### src/rtl/alu_pkg.sv
package alu_pkg;
  localparam int OP_W = 5;
  localparam int OP_USED = 20;

  typedef enum logic [OP_W-1:0] {
    OP_ADD = 5'd0,  OP_ADC = 5'd1,  OP_SUB = 5'd2,  OP_SBB = 5'd3,
    OP_NEG = 5'd4,  OP_INC = 5'd5,  OP_DEC = 5'd6,  OP_PASS = 5'd7,
    OP_AND = 5'd8,  OP_OR  = 5'd9,  OP_XOR = 5'd10, OP_NOT = 5'd11,
    OP_SHL = 5'd12, OP_SHR = 5'd13, OP_SAL = 5'd14, OP_SAR = 5'd15,
    OP_ROL = 5'd16, OP_ROR = 5'd17, OP_RCL = 5'd18, OP_RCR = 5'd19
  } alu_op_e;
endpackage

### src/rtl/alu_addsub.sv
module alu_addsub import alu_pkg::*; #(
  parameter int W = 8
) (
  input  alu_op_e      op,
  input  logic [W-1:0] a,
  input  logic [W-1:0] b,
  input  logic         cin,
  output logic [W-1:0] y,
  output logic         carry,
  output logic         ovf
);
  localparam int M = W - 1;

  logic [W-1:0] lhs, rhs;
  logic         cadd, borrow_mode;
  logic [W:0]   sum;

  always_comb begin
    lhs = a;
    rhs = b;
    cadd = 1'b0;
    borrow_mode = 1'b0;
    case (op)
      OP_ADC: cadd = cin;
      OP_SUB: begin rhs = ~b; cadd = 1'b1; borrow_mode = 1'b1; end
      OP_SBB: begin rhs = ~b; cadd = ~cin; borrow_mode = 1'b1; end
      OP_NEG: begin lhs = '0; rhs = ~a; cadd = 1'b1; borrow_mode = 1'b1; end
      OP_INC: begin rhs = '0; cadd = 1'b1; end
      OP_DEC: begin rhs = ~(W'(1)); cadd = 1'b1; borrow_mode = 1'b1; end
      default: ;
    endcase
  end

  assign sum   = {1'b0, lhs} + {1'b0, rhs} + {{W{1'b0}}, cadd};
  assign y     = sum[M:0];
  assign carry = sum[W] ^ borrow_mode;
  assign ovf   = (lhs[M] == rhs[M]) && (sum[M] != lhs[M]);

  always_comb begin
    if (op == OP_INC)
      a_r3_inc_wraps: assert (carry == (y == '0))
        else $error("INC carry disagrees with wrap to zero");
    if (op == OP_NEG)
      a_r3_neg_borrow: assert (carry == (a != '0))
        else $error("NEG borrow disagrees with nonzero operand");
  end
endmodule

### src/rtl/alu_bitwise.sv
module alu_bitwise import alu_pkg::*; #(
  parameter int W = 8
) (
  input  alu_op_e      op,
  input  logic [W-1:0] a,
  input  logic [W-1:0] b,
  output logic [W-1:0] y
);
  always_comb begin
    case (op)
      OP_AND:  y = a & b;
      OP_OR:   y = a | b;
      OP_XOR:  y = a ^ b;
      OP_NOT:  y = ~a;
      default: y = a;
    endcase
  end
endmodule

### src/rtl/alu_shifter.sv
module alu_shifter import alu_pkg::*; #(
  parameter int W = 8
) (
  input  alu_op_e      op,
  input  logic [W-1:0] a,
  input  logic         cin,
  output logic [W-1:0] y,
  output logic         carry,
  output logic         ovf
);
  localparam int M = W - 1;

  always_comb begin
    y = '0;
    carry = 1'b0;
    ovf = 1'b0;
    case (op)
      OP_SHL: begin y = {a[M-1:0], 1'b0}; carry = a[M]; end
      OP_SAL: begin y = {a[M-1:0], 1'b0}; carry = a[M]; ovf = a[M] ^ a[M-1]; end
      OP_SHR: begin y = {1'b0, a[M:1]};   carry = a[0]; end
      OP_SAR: begin y = {a[M], a[M:1]};   carry = a[0]; end
      OP_ROL: begin y = {a[M-1:0], a[M]}; carry = a[M]; end
      OP_ROR: begin y = {a[0], a[M:1]};   carry = a[0]; end
      OP_RCL: begin y = {a[M-1:0], cin};  carry = a[M]; end
      OP_RCR: begin y = {cin, a[M:1]};    carry = a[0]; end
      default: ;
    endcase
  end

  always_comb begin
    if (op == OP_ROL || op == OP_ROR)
      a_r8_ring_keeps_ones: assert ($countones(y) == $countones(a))
        else $error("plain rotate changed the number of ones");
    if (op == OP_RCL || op == OP_RCR)
      a_r9_carry_ring_keeps_ones: assert ($countones({y, carry}) == $countones({a, cin}))
        else $error("carry rotate changed the number of ones in the ring");
    if (op == OP_SAR)
      a_r7_sign_kept: assert (y[M] == a[M])
        else $error("arithmetic right shift lost the sign");
  end
endmodule

### src/rtl/alu_flags.sv
module alu_flags #(
  parameter int W = 8
) (
  input  logic [W-1:0] y,
  output logic         zero,
  output logic         neg,
  output logic         parity
);
  assign zero   = ~|y;
  assign neg    = y[W-1];
  assign parity = ~^y;

  always_comb begin
    a_r10_zero_not_negative: assert (!(zero && neg))
      else $error("zero and negative both set");
    a_r11_zero_has_even_parity: assert (!zero || parity)
      else $error("all-zero result reported odd parity");
  end
endmodule

### src/rtl/flag_alu.sv
module flag_alu import alu_pkg::*; #(
  parameter int W = 8
) (
  input  logic [OP_W-1:0] op_i,
  input  logic [W-1:0]    a_i,
  input  logic [W-1:0]    b_i,
  input  logic            carry_i,
  output logic [W-1:0]    y_o,
  output logic            carry_o,
  output logic            zero_o,
  output logic            neg_o,
  output logic            ovf_o,
  output logic            parity_o
);
  alu_op_e      op;
  logic [W-1:0] as_y, bw_y, sh_y;
  logic         as_c, as_v, sh_c, sh_v;
  logic         sel_as, sel_bw, sel_sh;

  assign op     = alu_op_e'(op_i);
  assign sel_as = op_i <= OP_DEC;
  assign sel_bw = (op_i >= OP_PASS) && (op_i <= OP_NOT);
  assign sel_sh = (op_i >= OP_SHL) && (op_i <= OP_RCR);

  alu_addsub  #(.W(W)) u_addsub  (.op(op), .a(a_i), .b(b_i), .cin(carry_i),
                                  .y(as_y), .carry(as_c), .ovf(as_v));
  alu_bitwise #(.W(W)) u_bitwise (.op(op), .a(a_i), .b(b_i), .y(bw_y));
  alu_shifter #(.W(W)) u_shifter (.op(op), .a(a_i), .cin(carry_i),
                                  .y(sh_y), .carry(sh_c), .ovf(sh_v));

  always_comb begin
    y_o = '0;
    carry_o = 1'b0;
    ovf_o = 1'b0;
    if (sel_as) begin
      y_o = as_y; carry_o = as_c; ovf_o = as_v;
    end else if (sel_bw) begin
      y_o = bw_y;
    end else if (sel_sh) begin
      y_o = sh_y; carry_o = sh_c; ovf_o = sh_v;
    end
  end

  alu_flags #(.W(W)) u_flags (.y(y_o), .zero(zero_o), .neg(neg_o), .parity(parity_o));

  always_comb begin
    if (op_i == OP_ADD)
      a_r1_add_sum: assert ({carry_o, y_o} == {1'b0, a_i} + {1'b0, b_i})
        else $error("ADD result or carry wrong");
    if (op_i == OP_PASS)
      a_r5_pass_copies: assert (y_o == a_i)
        else $error("PASS altered the operand");
    if (sel_bw)
      a_r5_no_carry_ovf: assert (!carry_o && !ovf_o)
        else $error("bitwise op raised carry or overflow");
    if (op_i >= OP_USED)
      a_r12_unused_quiet: assert (y_o == '0 && !carry_o && !ovf_o && zero_o)
        else $error("unused code produced activity");
    a_r11_parity_count: assert (parity_o == ($countones(y_o) % 2 == 0))
      else $error("parity flag disagrees with ones count");
  end
endmodule

### config.mk
export PLATFORM = sky130hd
export DESIGN_NAME = flag_alu
export DESIGN_NICKNAME = d
export VERILOG_FILES = /design/src/rtl/alu_pkg.sv /design/src/rtl/alu_addsub.sv /design/src/rtl/alu_bitwise.sv /design/src/rtl/alu_shifter.sv /design/src/rtl/alu_flags.sv /design/src/rtl/flag_alu.sv
export SDC_FILE = /design/constraint.sdc
export NUM_CORES = 1
export LEC_CHECK = 0
export ABC_AREA = 1
export CAP_MARGIN = 20
export CORE_MARGIN = 2
export CORE_UTILIZATION = 30
export DETAILED_ROUTE_END_ITERATION = 8
export DONT_BUFFER_PORTS = 1
export PLACE_DENSITY = 0.54
export SETUP_SLACK_MARGIN = 0.1
export SYNTH_ARGS = -nofsm -noshare
export SYNTH_HDL_FRONTEND = slang
export SYNTH_SLANG_ARGS = --single-unit
### constraint.sdc
create_clock -name vclk -period 8.7
set_input_delay 0.435 -clock vclk [all_inputs]
set_output_delay 0.435 -clock vclk [all_outputs]
set_load 0.05 [all_outputs]
* Yosys cells after proc, flatten, opt, wreduce, memory -nomap -nowiden *
Cells that the tools add are included.

word-level totals
  flip-flop bits (word level) = 0
  input port bits = 22
  output and inout port bits = 13
  logic and storage cells = 64

operators by class
  add/sub/neg operators = 2
  magnitude comparators = 5
  equal/unequal tests = 20
  mux-type cells = 17
  bitwise gates (word level) = 8
  reductions and logical operators = 12

operator list
  operator                                                                             number
  8-bit one-hot mux with 4 select lines                                                2
  8-bit one-hot mux with 7 select lines                                                1
  5-bit by 4-bit equality test with 1-bit output, second input constant                8
  8-bit 2-to-1 mux                                                                     4
  5-bit equality test, second input constant                                           4
  8-bit inverter                                                                       2
  4-bit OR reduction                                                                   4
  5-bit by 3-bit equality test with 1-bit output, second input constant                3
  5-bit by 2-bit equality test with 1-bit output, second input constant                2
  8-bit by 8-bit adder with 9-bit output                                               1
  9-bit by 1-bit adder with 9-bit output                                               1
  8-bit bitwise AND                                                                    1
  1-bit 2-to-1 mux                                                                     8
  8-bit bitwise OR                                                                     1
  8-bit OR reduction                                                                   1
  8-bit XNOR reduction                                                                 1
  8-bit bitwise XOR                                                                    1
  5-bit by 1-bit equality test with 1-bit output, second input constant                1
  5-bit by 3-bit greater-or-equal comparator with 1-bit output, second input constant  1
  5-bit by 4-bit greater-or-equal comparator with 1-bit output, second input constant  1
  5-bit by 3-bit <= comparator with 1-bit output, second input constant                1
  5-bit by 4-bit <= comparator with 1-bit output, second input constant                1
  5-bit <= comparator, second input constant                                           1
  2-bit OR reduction                                                                   2
  other kinds (8)                                                                      11

* Depth between registers and ports, before layout *
  word-level depth = 8
  mapped depth = 21
  gate-level depth less buffers = 21

* Hierarchy *
A second synthesis with hierarchy kept.

second synthesis, totals
  cell total of the unflattened synthesis = 411
  area, all modules = 2233.4 sq um

by module, submodules not included
  module       instances  cells each  area an instance (sq um)  sequential area each (sq um)
  alu_addsub   1          142         743.2                     0.0
  alu_bitwise  1          128         716.9                     0.0
  alu_shifter  1          59          335.3                     0.0
  flag_alu     1          47          267.8                     0.0
  alu_flags    1          35          170.2                     0.0

* Worst setup path before layout *
Ideal clock, no wire load.

  kind = input to output
  start point = input op_i[1]
  end point = output parity_o
  arrival time = 3868 ps
  required time = 8265 ps
  path slack = 4397 ps
  cell stages on the path = 17
  buffers on the path = 2
  path through = buf_2 nor2_1 nand3_1 buf_2 o22ai_1 nor2_1 fa_1 fa_1 o21ai_0 o21ai_0 inv_1 nand2_1 inv_1 nor2_1 ha_1 xnor2_1 xnor2_1

between the ends
  cells in the longest elaborated chain, start to end = 7
  elaborated cells on any way between the ends = 39
  those cells by class = add/sub (2); order compare (5); eq/ne (18); mux (8); reduce/logical (6)

RTL lines
  item                                                                                                                     line                                 source
  start: declaration                                                                                                       flag_alu.sv:4                        input logic [OP_W-1:0] op_i,
  5-bit by 2-bit equality test with 1-bit output / 5-bit by 4-bit equality test with 1-bit output (equally long branches)  alu_addsub.sv:23, alu_shifter.sv:17
  2-bit OR reduction (no line)                                                                                             n/a
  8-bit one-hot mux with 4 select lines / 8-bit one-hot mux with 7 select lines (equally long branches)                    alu_addsub.sv:23, alu_shifter.sv:17
  8-bit by 8-bit adder with 9-bit output / 8-bit 2-to-1 mux (equally long branches)                                        alu_addsub.sv:34, flag_alu.sv:39
  9-bit by 1-bit adder with 9-bit output / 8-bit 2-to-1 mux (equally long branches)                                        alu_addsub.sv:34, flag_alu.sv:37
  8-bit 2-to-1 mux *                                                                                                       flag_alu.sv:35                       if (sel_as) begin
  8-bit XNOR reduction *                                                                                                   alu_flags.sv:11                      assign parity = ~^y;
  end: declaration                                                                                                         flag_alu.sv:13                       output logic parity_o

Every way passes the cells marked *; elsewhere a longest branch is shown, timed or not.

* Worst setup path in the final report *
  start point = input op_i[4]
  end point = output parity_o

Same word-level chain as after synthesis.

==> flow_summary.ini <==
[cts]
cts_setup_buffers = 0
cts-resized-gates = 0
holdBufCountCts = 0

[die]
num_rows = 28
core_area_um2 = 5990
die_w_um = 83.1
start_util_pct = 31.3
die_area_um2 = 6910
io_pins = 35
die_h_um = 83.1

[finish]
stdcell_count = 433
fill_cells = 715
final_layout_size_suffix_gt1_share_pct = 2.51
nFlopsAndLatches = 0
clkbuf_count = 0
regArea_um2 = 0
diodes = 0
layout.nets = 411
area_growth_pct = 2.53

[sta]
period_share_pct = 53.8
period_minus_slack_ps = 4680
rsz0062_at_grt = no
hold_viol = 0
tns_ps = 0
relSlewSlack_pct = 26.9
setup_viol = 0
holdWs_ps = 1260
tightest_slew_ps = 1090
finalWorstSetupSlack_ps = 4020
fmax_ghz = 0.214
maxSlewViolCount = 0

[synth]
yosysTopAreaCell = nand2_1
synth_most_common_cell = nand2_1
netlist_area_um2 = 1880
synth_nets = 418
synth_common_cells = nand2_1 (101), inv_1 (60), nor2_1 (57), nand3_1 (36), ha_1 (27)
syn_inst = 367
ys.warnings.count = 0
syn_area_per_cell_um2 = 5.12
yosysSeqAreaShare_pct = 0
synth_cell_types = 26
synth_area_leaders = nand2_1 (20%), ha_1 (18%), inv_1 (12%)
synth_top_area_share_pct = 20.2

[pwr]
seqPwrFrac_pct = 0
p_clk_share_pct = 0
power_per_cell_area_nw_per_um2 = 82.2
switchingPower_uw = 116
p_leak_uw = 0.00114
ir_drop_v = 0.000143
p_int_uw = 41.9
pwr-share-comb_pct = 100.0
swShare_pct = 73.5
power_uw = 158

[critical_path]
worst_setup_path_start_kind = input pin
cp-end-kind = output port
crit_required_ps = 8270
crit_arrival_ps = 4240
cp_max_fo = 13
path_class = input pin to output port

[routing]
wire_per_inst_um = 15.1
drt_iter0_drc = 199
via_per_inst = 5.41
dr.pass1.iters = 5
drc_errors = 0
via_count = 2344
routed_wl_um = 6530
ant_nets = 0

[global_routing]
antenna_found_initial = 0
grt_pass1_vias = 2191
grt.overflow.total = 0
grt_usage_pct = 18.6
grt_pass1_wl_um = 10800
grt_max_degree = 16

[placed_design]
place_congestion = 0.914
dpl_worst_slack_ps = 4040
io_buffers = 0
placedCellCount = 433
dpl.hpwl_um = 5370

[outcome]
status = finished, final reports clean

[run]
maxCapViolCount = 0

[worst_hold_path]
hold_path.class = input pin to output port
[cells in the final DEF, fill, tap and decap left out, types with 2 or more instances in the layout]
cell | synthesis | final
xnor2_1 | 5 | 5
o21ai_0 | 22 | 21
inv_2 | 2 | 2
ha_1 | 27 | 27
o21ai_1 | 1 | 2
nand4_1 | 9 | 9
fa_1 | 2 | 2
nand2_2 | 3 | 3
nand2_1 | 101 | 101
inv_1 | 60 | 60
nor2_1 | 57 | 57
o22ai_1 | 9 | 9
nand3_1 | 36 | 36
o21bai_1 | 2 | 2
nand3b_1 | 3 | 3
o211ai_1 | 3 | 3
a21oi_1 | 9 | 9
nor2_2 | 2 | 2
[worst paths after layout]
kind	from	cells after the start	slack [ps]	end
max	op_i[4]	15	4020	parity_o
min	a_i[6]	2	1260	ovf_o
[stage by stage]
| step | area, µm² | util, % |
|---|---|---|
| floorplan | 1880 | - |
| finish | 1930 | 32.1 |
| CTS | 1930 | 32.1 |
| detailed placement | 1930 | 32.1 |
| global placement | 1930 | 32.1 |
| global route | 1930 | 32.1 |
[power by group through the flow]
stage | Sequential, µW | Combinational, µW | Clock [µW]
after floorplan | 0 | 137 | 0
after global placement | 0 | 156 | 0
after detailed placement | 0 | 157 | 0
after CTS | 0 | 158 | 0
after global routing | 0 | 175 | 0
final | 0 | 158 | 0
[routing by layer]
| metal | wire [µm] | track usage (%) | part of all wire (%) |
|---|---|---|---|
| met1 | 2920 | 25.8 | 45 |
| met2 | 2960 | 31.6 | 45 |
| met3 | 586 | 2.78 | 9.0 |
| met4 | 68 | 1.49 | 1.0 |
| met5 | 0 | 0 | 0 |
[final cells by class]
type | count | area (µm²) | share of cell area (%)
multi-input cells | 296 | 1600 | 83.0
inverters | 62 | 233 | 12.1
well taps | 75 | 93.8 | 4.87
[worst max-delay path, stage by stage]
cell and delay [ps]:
inv_1 270, nand3_1 350, o22ai_1 260, nor2_1 90
fa_1 460, fa_1 440, o21ai_0 290, o21ai_0 120
inv_1 70, nand2_1 60, inv_1 60, nor2_1 40
ha_1 290, xnor2_1 140, xnor2_1 870
[kinds of logic after synthesis]
family	after synthesis	share of synthesized area (%)
xor+xnor	5	2.33
simple gates	214	48.2
fa+ha+maj	29	20.1
buf+inv	71	14.9
compound gates	48	14.5
Note: power is estimated with default switching activity, not from simulation.
